### config.mk
export PLATFORM = sky130hd
export DESIGN_NAME = epwm_timer
export DESIGN_NICKNAME = d
export VERILOG_FILES = /design/src/rtl/epwm_pkg.sv /design/src/rtl/epwm_prescaler.sv /design/src/rtl/epwm_counter.sv /design/src/rtl/epwm_channel.sv /design/src/rtl/epwm_timer.sv
export SDC_FILE = /design/constraint.sdc
export NUM_CORES = 1
export LEC_CHECK = 0
export ABC_AREA = 1
export BUFFER_PORTS_ARGS = -buffer_cell sky130_fd_sc_hd__buf_2
export CAP_MARGIN = 20
export CORE_UTILIZATION = 42
export CTS_BUF_LIST = sky130_fd_sc_hd__clkbuf_4 sky130_fd_sc_hd__clkbuf_8
export DETAILED_ROUTE_END_ITERATION = 10
export GPL_TIMING_DRIVEN = 1
export PLACE_DENSITY_LB_ADDON = 0.1
export SYNTH_ARGS = -nofsm -noshare
export SYNTH_HDL_FRONTEND = slang
export SYNTH_SLANG_ARGS = --single-unit
### constraint.sdc
create_clock -name clk -period 3 [get_ports clk]
set_input_delay 0.3 -clock clk [delete_from_list [all_inputs] [get_ports clk]]
set_output_delay 0.3 -clock clk [all_outputs]
set_load 0.005 [all_outputs]
### src/rtl/epwm_pkg.sv
package epwm_pkg;
  localparam int unsigned CNT_W  = 16;
  localparam int unsigned BYTE_W = 8;
  localparam int unsigned ADDR_W = 3;
  localparam int unsigned DIV_W  = 3;
  localparam int unsigned PRE_W  = (1 << DIV_W) - 1;
  localparam int unsigned CSEL_W = 2;

  typedef enum logic [ADDR_W-1:0] {
    A_CTRL = 3'd0,
    A_MODH = 3'd1,
    A_MODL = 3'd2,
    A_CHSC = 3'd3,
    A_VALH = 3'd4,
    A_VALL = 3'd5
  } reg_addr_e;

  localparam int unsigned B_FLAG = 7;
  localparam int unsigned B_IEN  = 6;
  localparam int unsigned B_POL  = 5;
endpackage

### src/rtl/epwm_prescaler.sv
module epwm_prescaler #(
  parameter int unsigned DIV_W = epwm_pkg::DIV_W,
  parameter int unsigned PRE_W = epwm_pkg::PRE_W
) (
  input  logic             clk,
  input  logic             rst_n,
  input  logic             run_i,
  input  logic [DIV_W-1:0] div_i,
  output logic             tick_o
);
  logic [PRE_W-1:0] pre_q, pre_d, mask;

  always_comb begin
    mask   = (PRE_W'(1) << div_i) - PRE_W'(1);
    tick_o = run_i && ((pre_q & mask) == mask);
    pre_d  = run_i ? pre_q + PRE_W'(1) : '0;
  end

  always_ff @(posedge clk or negedge rst_n) begin
    if (!rst_n) pre_q <= '0;
    else        pre_q <= pre_d;
  end

  // a divided tick is never followed directly by another one
  p_div_gap_r2: assert property (@(posedge clk) disable iff (!rst_n)
    (tick_o && div_i != '0) |=> (!tick_o || div_i == '0));
endmodule

### src/rtl/epwm_counter.sv
module epwm_counter #(
  parameter int unsigned CNT_W = epwm_pkg::CNT_W
) (
  input  logic             clk,
  input  logic             rst_n,
  input  logic             run_i,
  input  logic             tick_i,
  input  logic [CNT_W-1:0] mod_i,
  output logic [CNT_W-1:0] cnt_o,
  output logic [CNT_W-1:0] cnt_nxt_o,
  output logic             to_mod_o
);
  logic [CNT_W-1:0] cnt_q, cnt_d;

  always_comb begin
    cnt_d = cnt_q;
    if (tick_i) begin
      if (cnt_q == mod_i) cnt_d = '0;
      else                cnt_d = cnt_q + CNT_W'(1);
    end
    to_mod_o = tick_i && (cnt_q == mod_i - CNT_W'(1));
  end

  always_ff @(posedge clk or negedge rst_n) begin
    if (!rst_n) cnt_q <= '0;
    else        cnt_q <= cnt_d;
  end

  assign cnt_o     = cnt_q;
  assign cnt_nxt_o = cnt_d;

  // stopped clock holds the count
  p_hold_r1: assert property (@(posedge clk) disable iff (!rst_n)
    !run_i |=> $stable(cnt_q));
  // a tick at the modulus wraps to zero
  p_wrap_r1: assert property (@(posedge clk) disable iff (!rst_n)
    (tick_i && cnt_q == mod_i) |=> (cnt_q == '0));
endmodule

### src/rtl/epwm_channel.sv
module epwm_channel #(
  parameter int unsigned CNT_W  = epwm_pkg::CNT_W,
  parameter int unsigned BYTE_W = epwm_pkg::BYTE_W
) (
  input  logic              clk,
  input  logic              rst_n,
  input  logic              run_i,
  input  logic              tick_i,
  input  logic [CNT_W-1:0]  cnt_i,
  input  logic [CNT_W-1:0]  cnt_nxt_i,
  input  logic [CNT_W-1:0]  mod_i,
  input  logic              to_mod_i,
  input  logic              wr_hi_i,
  input  logic              wr_lo_i,
  input  logic [BYTE_W-1:0] wdata_i,
  input  logic              sc_wr_i,
  input  logic              flag_clr_i,
  input  logic              pol_i,
  input  logic              ien_i,
  output logic              pwm_o,
  output logic              irq_o,
  output logic              flag_o,
  output logic [CNT_W-1:0]  buf_o
);
  logic [BYTE_W-1:0] buf_hi_q, buf_hi_d, buf_lo_q, buf_lo_d;
  logic              mk_hi_q, mk_hi_d, mk_lo_q, mk_lo_d;
  logic [CNT_W-1:0]  act_q, act_d;
  logic              flag_q, flag_d;
  logic              xfer_run, xfer_now, match;

  always_comb begin
    buf_hi_d = wr_hi_i ? wdata_i : buf_hi_q;
    buf_lo_d = wr_lo_i ? wdata_i : buf_lo_q;
    xfer_run = to_mod_i && mk_hi_q && mk_lo_q;
    xfer_now = !run_i && ((wr_hi_i && mk_lo_q) || (wr_lo_i && mk_hi_q));

    act_d = act_q;
    if (xfer_now)      act_d = {buf_hi_d, buf_lo_d};
    else if (xfer_run) act_d = {buf_hi_q, buf_lo_q};

    mk_hi_d = mk_hi_q;
    mk_lo_d = mk_lo_q;
    if (xfer_run || xfer_now) begin
      mk_hi_d = 1'b0;
      mk_lo_d = 1'b0;
    end
    if (wr_hi_i && !xfer_now) mk_hi_d = 1'b1;
    if (wr_lo_i && !xfer_now) mk_lo_d = 1'b1;
    if (sc_wr_i) begin
      mk_hi_d = 1'b0;
      mk_lo_d = 1'b0;
    end

    match  = tick_i && (cnt_nxt_i == act_q);
    flag_d = flag_q;
    if (flag_clr_i) flag_d = 1'b0;
    if (match)      flag_d = 1'b1;
  end

  always_ff @(posedge clk or negedge rst_n) begin
    if (!rst_n) begin
      buf_hi_q <= '0;
      buf_lo_q <= '0;
      mk_hi_q  <= 1'b0;
      mk_lo_q  <= 1'b0;
      act_q    <= '0;
      flag_q   <= 1'b0;
    end else begin
      buf_hi_q <= buf_hi_d;
      buf_lo_q <= buf_lo_d;
      mk_hi_q  <= mk_hi_d;
      mk_lo_q  <= mk_lo_d;
      act_q    <= act_d;
      flag_q   <= flag_d;
    end
  end

  assign pwm_o  = (cnt_i < act_q) ^ pol_i;
  assign irq_o  = flag_q & ien_i;
  assign flag_o = flag_q;
  assign buf_o  = {buf_hi_q, buf_lo_q};

  // a running transfer lands only on the step into the modulus
  p_xfer_point_r7: assert property (@(posedge clk) disable iff (!rst_n)
    ($past(run_i) && act_q != $past(act_q)) |-> ($past(cnt_i) == $past(mod_i) - CNT_W'(1)));
  // status/control write leaves no half pair behind
  p_discard_r8: assert property (@(posedge clk) disable iff (!rst_n)
    sc_wr_i |=> (!mk_hi_q && !mk_lo_q));
  // a match always leaves the flag set
  p_flag_set_r9: assert property (@(posedge clk) disable iff (!rst_n)
    match |=> flag_q);
  // active value unchanged without a completed pair
  p_no_half_r5: assert property (@(posedge clk) disable iff (!rst_n)
    (!mk_hi_q && !mk_lo_q) |=> $stable(act_q));
endmodule

### src/rtl/epwm_timer.sv
module epwm_timer
  import epwm_pkg::*;
#(
  parameter int unsigned P_CNT_W  = CNT_W,
  parameter int unsigned P_BYTE_W = BYTE_W,
  parameter int unsigned P_ADDR_W = ADDR_W,
  parameter int unsigned P_DIV_W  = DIV_W
) (
  input  logic                clk,
  input  logic                rst_n,
  input  logic                bus_wr,
  input  logic [P_ADDR_W-1:0] bus_addr,
  input  logic [P_BYTE_W-1:0] bus_wdata,
  output logic [P_BYTE_W-1:0] bus_rdata,
  output logic                pwm_out,
  output logic                cmp_irq
);
  localparam int unsigned P_PRE_W = (1 << P_DIV_W) - 1;

  logic [CSEL_W-1:0]  csel_q, csel_d;
  logic [P_DIV_W-1:0] div_q, div_d;
  logic [P_CNT_W-1:0] mod_q, mod_d;
  logic               pol_q, pol_d, ien_q, ien_d;
  logic               run, tick, to_mod, flag;
  logic [P_CNT_W-1:0] cnt, cnt_nxt, bufv;
  logic               wr_ctrl, wr_modh, wr_modl, wr_chsc, wr_valh, wr_vall;

  always_comb begin
    wr_ctrl = bus_wr && (bus_addr == A_CTRL);
    wr_modh = bus_wr && (bus_addr == A_MODH);
    wr_modl = bus_wr && (bus_addr == A_MODL);
    wr_chsc = bus_wr && (bus_addr == A_CHSC);
    wr_valh = bus_wr && (bus_addr == A_VALH);
    wr_vall = bus_wr && (bus_addr == A_VALL);

    csel_d = wr_ctrl ? bus_wdata[P_DIV_W +: CSEL_W] : csel_q;
    div_d  = wr_ctrl ? bus_wdata[P_DIV_W-1:0]       : div_q;
    mod_d  = mod_q;
    if (wr_modh) mod_d[P_CNT_W-1:P_BYTE_W] = bus_wdata;
    if (wr_modl) mod_d[P_BYTE_W-1:0]       = bus_wdata;
    pol_d  = wr_chsc ? bus_wdata[B_POL] : pol_q;
    ien_d  = wr_chsc ? bus_wdata[B_IEN] : ien_q;
  end

  always_ff @(posedge clk or negedge rst_n) begin
    if (!rst_n) begin
      csel_q <= '0;
      div_q  <= '0;
      mod_q  <= '1;
      pol_q  <= 1'b0;
      ien_q  <= 1'b0;
    end else begin
      csel_q <= csel_d;
      div_q  <= div_d;
      mod_q  <= mod_d;
      pol_q  <= pol_d;
      ien_q  <= ien_d;
    end
  end

  assign run = |csel_q;

  epwm_prescaler #(.DIV_W(P_DIV_W), .PRE_W(P_PRE_W)) u_pre (
    .clk(clk), .rst_n(rst_n), .run_i(run), .div_i(div_q), .tick_o(tick)
  );

  epwm_counter #(.CNT_W(P_CNT_W)) u_cnt (
    .clk(clk), .rst_n(rst_n), .run_i(run), .tick_i(tick), .mod_i(mod_q),
    .cnt_o(cnt), .cnt_nxt_o(cnt_nxt), .to_mod_o(to_mod)
  );

  epwm_channel #(.CNT_W(P_CNT_W), .BYTE_W(P_BYTE_W)) u_ch (
    .clk(clk), .rst_n(rst_n), .run_i(run), .tick_i(tick),
    .cnt_i(cnt), .cnt_nxt_i(cnt_nxt), .mod_i(mod_q), .to_mod_i(to_mod),
    .wr_hi_i(wr_valh), .wr_lo_i(wr_vall), .wdata_i(bus_wdata),
    .sc_wr_i(wr_chsc), .flag_clr_i(wr_chsc && bus_wdata[B_FLAG]),
    .pol_i(pol_q), .ien_i(ien_q),
    .pwm_o(pwm_out), .irq_o(cmp_irq), .flag_o(flag), .buf_o(bufv)
  );

  always_comb begin
    bus_rdata = '0;
    case (bus_addr)
      A_CTRL: bus_rdata = P_BYTE_W'({csel_q, div_q});
      A_MODH: bus_rdata = mod_q[P_CNT_W-1:P_BYTE_W];
      A_MODL: bus_rdata = mod_q[P_BYTE_W-1:0];
      A_CHSC: begin
        bus_rdata[B_FLAG] = flag;
        bus_rdata[B_IEN]  = ien_q;
        bus_rdata[B_POL]  = pol_q;
      end
      A_VALH: bus_rdata = bufv[P_CNT_W-1:P_BYTE_W];
      A_VALL: bus_rdata = bufv[P_BYTE_W-1:0];
      default: bus_rdata = '0;
    endcase
  end

  // interrupt follows flag and enable
  p_irq_r10: assert property (@(posedge clk) disable iff (!rst_n)
    cmp_irq |-> (bus_addr != A_CHSC || (bus_rdata[B_FLAG] && bus_rdata[B_IEN])));
endmodule

==> flow_summary.json <==
{
  "outcome": "finished clean",
  "portBuffers": 23,
  "nets": 855,
  "yosysTopAreaCell": "dfrtp_1",
  "die_w_um": 117,
  "synth_top_area_share_pct": 29.1,
  "final_cells": 1000,
  "drv_cap": 0,
  "cts_setup_buffers": 0,
  "arrival_ns": 3.00,
  "rsz0062_at_grt": "false",
  "cellPowerDensity_mw_per_mm2": 679,
  "dpl_cell_area_mm2": 0.00585,
  "cp.required_ns": 3.32,
  "final_antenna_net_count": 0,
  "placed_cells": 982,
  "place.detailed.hpwl_um": 12900,
  "synth_area_mm2": 0.00559,
  "ios": 24,
  "dr_wl_met3_um": 771,
  "wire_per_inst_um": 16.4,
  "routed_wl_um": 16400,
  "dr_wl_met2_um": 7640,
  "cts.sinks": 81,
  "gp_congestion": 0.910,
  "syn_nets": 828,
  "hold_buffers": 0,
  "max-vdd-ir-drop_uv": 300,
  "clock_skew_ns": 0.0145,
  "area_delta_synth_final_pct": 9.05,
  "synthFlopType": "dfrtp_1",
  "dieArea_mm2": 0.0138,
  "min_path_cells": 3,
  "antenna_found_initial": 0,
  "clkTransAtPathRegs_ns": 0.09,
  "final_cell_area_mm2": 0.00609,
  "critical-path-max-stage-delay_ns": 0.58,
  "ff2ff_path_depth": 12,
  "grt_pass1_vias": 5005,
  "clk_latency_ns": 0.38,
  "setup_tns_ns": 0,
  "end_kind": "register",
  "drtPass1Iterations": 4,
  "synthCells": 796,
  "path_cells": "inv_1 > ha_1 > or2_2 > a21oi_1 > nand2_1 > nor2_1 > nand4_1 > nor2_2 > nand3_4 > nand2_4 > o21ai_0 > nand2_1",
  "n_antenna_cell": 0,
  "die_h_um": 117,
  "crit_type": "register to register",
  "fin_crit_ns": 2.67,
  "grt_pass1_wl_um": 26700,
  "htreeDepth": 3,
  "async_reset_ff_share_pct": 100,
  "place_worst_setup_slack_ns": 0.387,
  "cp-start-kind": "register",
  "setup_ws_ns": 0.327,
  "met1Wirelength_um": 7460,
  "leakage_nw": 3.15,
  "synth_seq_area_share_pct": 36.6,
  "post-route-util_pct": 47.7,
  "tightest_slew_ns": 0.649,
  "crit_fanout": 19,
  "drc": 0,
  "yosys_warnings": 0,
  "cts_root_buf": "clkbuf_8",
  "total_power_mw": 4.14,
  "maxSlewViolCount": 0,
  "cts_tree": "yes",
  "highest_layer": "met4",
  "num_rows": 41,
  "synth_area_leaders": "dfrtp_1, nand2_1, dfstp_2",
  "maxClockFrequency_mhz": 374,
  "timing.final.hold_violations": 0,
  "synth_cell_types": 48,
  "numCtsBuffers": 9,
  "cts_resized": 0,
  "ys_seq_elements": 81,
  "slew_headroom_pct": 56.4,
  "drt_iter0_markers": 416,
  "viasPerCell": 5.29,
  "synth_edf_count": 0,
  "drive_gt1_share_pct": 13.5,
  "core_mm2": 0.0128,
  "setup_viol": 0,
  "grt_usage_pct": 25.3,
  "fin_hold_ws_ns": 0.175,
  "hold_path_class": "input port to register",
  "clock_path_buffers": 2,
  "overflow": 0,
  "crit_top_cell": "nand2_1",
  "crit_slowest_cell": "dfstp_2",
  "fin_crit_sh_pct": 89.1,
  "initial_utilization_pct": 43.7,
  "syn_avg_cell_area_um2": 7.02,
  "grt_max_degree": 79,
  "vias": 5288
}
## registers in the layout (all words and copies together) (netlist names)
| name | count |
|---|---|
| mod_q | 16 |
| u_ch.act_q | 16 |
| u_cnt.cnt_o | 16 |
| u_ch.buf_hi_q | 8 |
| u_ch.buf_lo_q | 8 |
| u_pre.pre_q | 7 |
| div_q | 3 |
| csel_q | 2 |
| ien_q | 1 |
| pol_q | 1 |
| u_ch.flag_o | 1 |
| u_ch.mk_hi_q | 1 |
| u_ch.mk_lo_q | 1 |
## worst max-delay path, delay by kind of cell, from the launching register on
kind / cells / cell delay [ns]
simple gates: 8 / 1.34
flops: 1 / 0.58
compound gates: 2 / 0.31
fa+ha+maj: 1 / 0.30
buf+inv: 1 / 0.08
## logic make-up after synthesis
family                   Yosys count  synth area share, %
AND/OR/NAND/NOR                  433                 35.0
buffers and inverters            135                 9.99
AO/OA/AOI/OAI                    118                 12.6
flip-flops                        81                 36.6
adder cells (fa/ha/maj)           18                 4.03
XOR/XNOR                          11                 1.72
## cells in the final DEF, fill, tap and decap left out, types with 7 or more instances in the layout
| cell | netlist | routed |
|---|---|---|
| a21oi_1 | 35 | 35 |
| nand2_1 | 244 | 244 |
| ha_1 | 18 | 18 |
| nor3_1 | 9 | 9 |
| nand4_1 | 19 | 19 |
| buf_2 | 3 | 22 |
| dfstp_2 | 16 | 16 |
| o21ai_2 | 10 | 10 |
| dfrtp_1 | 65 | 65 |
| nor2_1 | 71 | 71 |
| inv_1 | 110 | 110 |
| inv_2 | 9 | 9 |
| o22ai_1 | 7 | 7 |
| nand3_1 | 59 | 59 |
| clkbuf_8 | 0 | 10 |
| o21ai_0 | 45 | 45 |
## Yosys cell counts (2+ instances only)
| cell | count |
|---|---|
| a21oi_1 | 35 |
| a21oi_2 | 4 |
| a221oi_1 | 6 |
| buf_2 | 3 |
| buf_4 | 2 |
| buf_6 | 3 |
| clkbuf_1 | 4 |
| clkinv_1 | 2 |
| dfrtp_1 | 65 |
| dfstp_2 | 16 |
| ha_1 | 18 |
| inv_1 | 110 |
| inv_2 | 9 |
| nand2_1 | 244 |
| nand2_2 | 5 |
| nand2_4 | 5 |
| nand3_1 | 59 |
| nand3_4 | 2 |
| nand4_1 | 19 |
| nand4_2 | 3 |
| nor2_1 | 71 |
| nor2_2 | 4 |
| nor2_4 | 3 |
| nor3_1 | 9 |
| nor3_2 | 2 |
| o211ai_1 | 2 |
| o21ai_0 | 45 |
| o21ai_2 | 10 |
| o221ai_1 | 2 |
| o22ai_1 | 7 |
| xnor2_1 | 6 |
| xor2_1 | 5 |
## final timing paths
| path | to | slack (ns) | start |
|---|---|---|---|
| worst min register to register | u_pre.pre_q[6] | 0.49 | u_pre.pre_q[6] |
| worst max register to register | u_ch.act_q[0] | 0.33 | mod_q[0] |
| min in group asynchronous | u_cnt.cnt_o[2] | 0.32 | rst_n |
| worst max-delay path | u_ch.act_q[0] | 0.33 | mod_q[0] |
| max in group asynchronous | mod_q[2] | 1.90 | rst_n |
| worst min-delay path | u_ch.buf_lo_q[5] | 0.17 | bus_wdata[5] |
## final cells by class
cell class              count  area [um^2]
clock inverters             4         51.3
fillers                  1303         6680
inverters                 122          459
flip-flops and latches     81         2050
multi-input cells         580         2980
clock buffers              12          153
repair buffers             29          185
well taps                 172          215
## report_power, final
part           internal [mW]  switching [mW]
Sequential              1.38           0.338
Combinational          0.563           0.988
Clock                  0.428           0.441
## metal layers
metal | GRT usage [%] | vias up
met2 | 40.8 | 141
met3 | 4.52 | 28
met1 | 33.1 | 2494
li1 | - | 2625
met5 | 0 | -
met4 | 10.8 | 0
(Power assumes the default switching activity.)
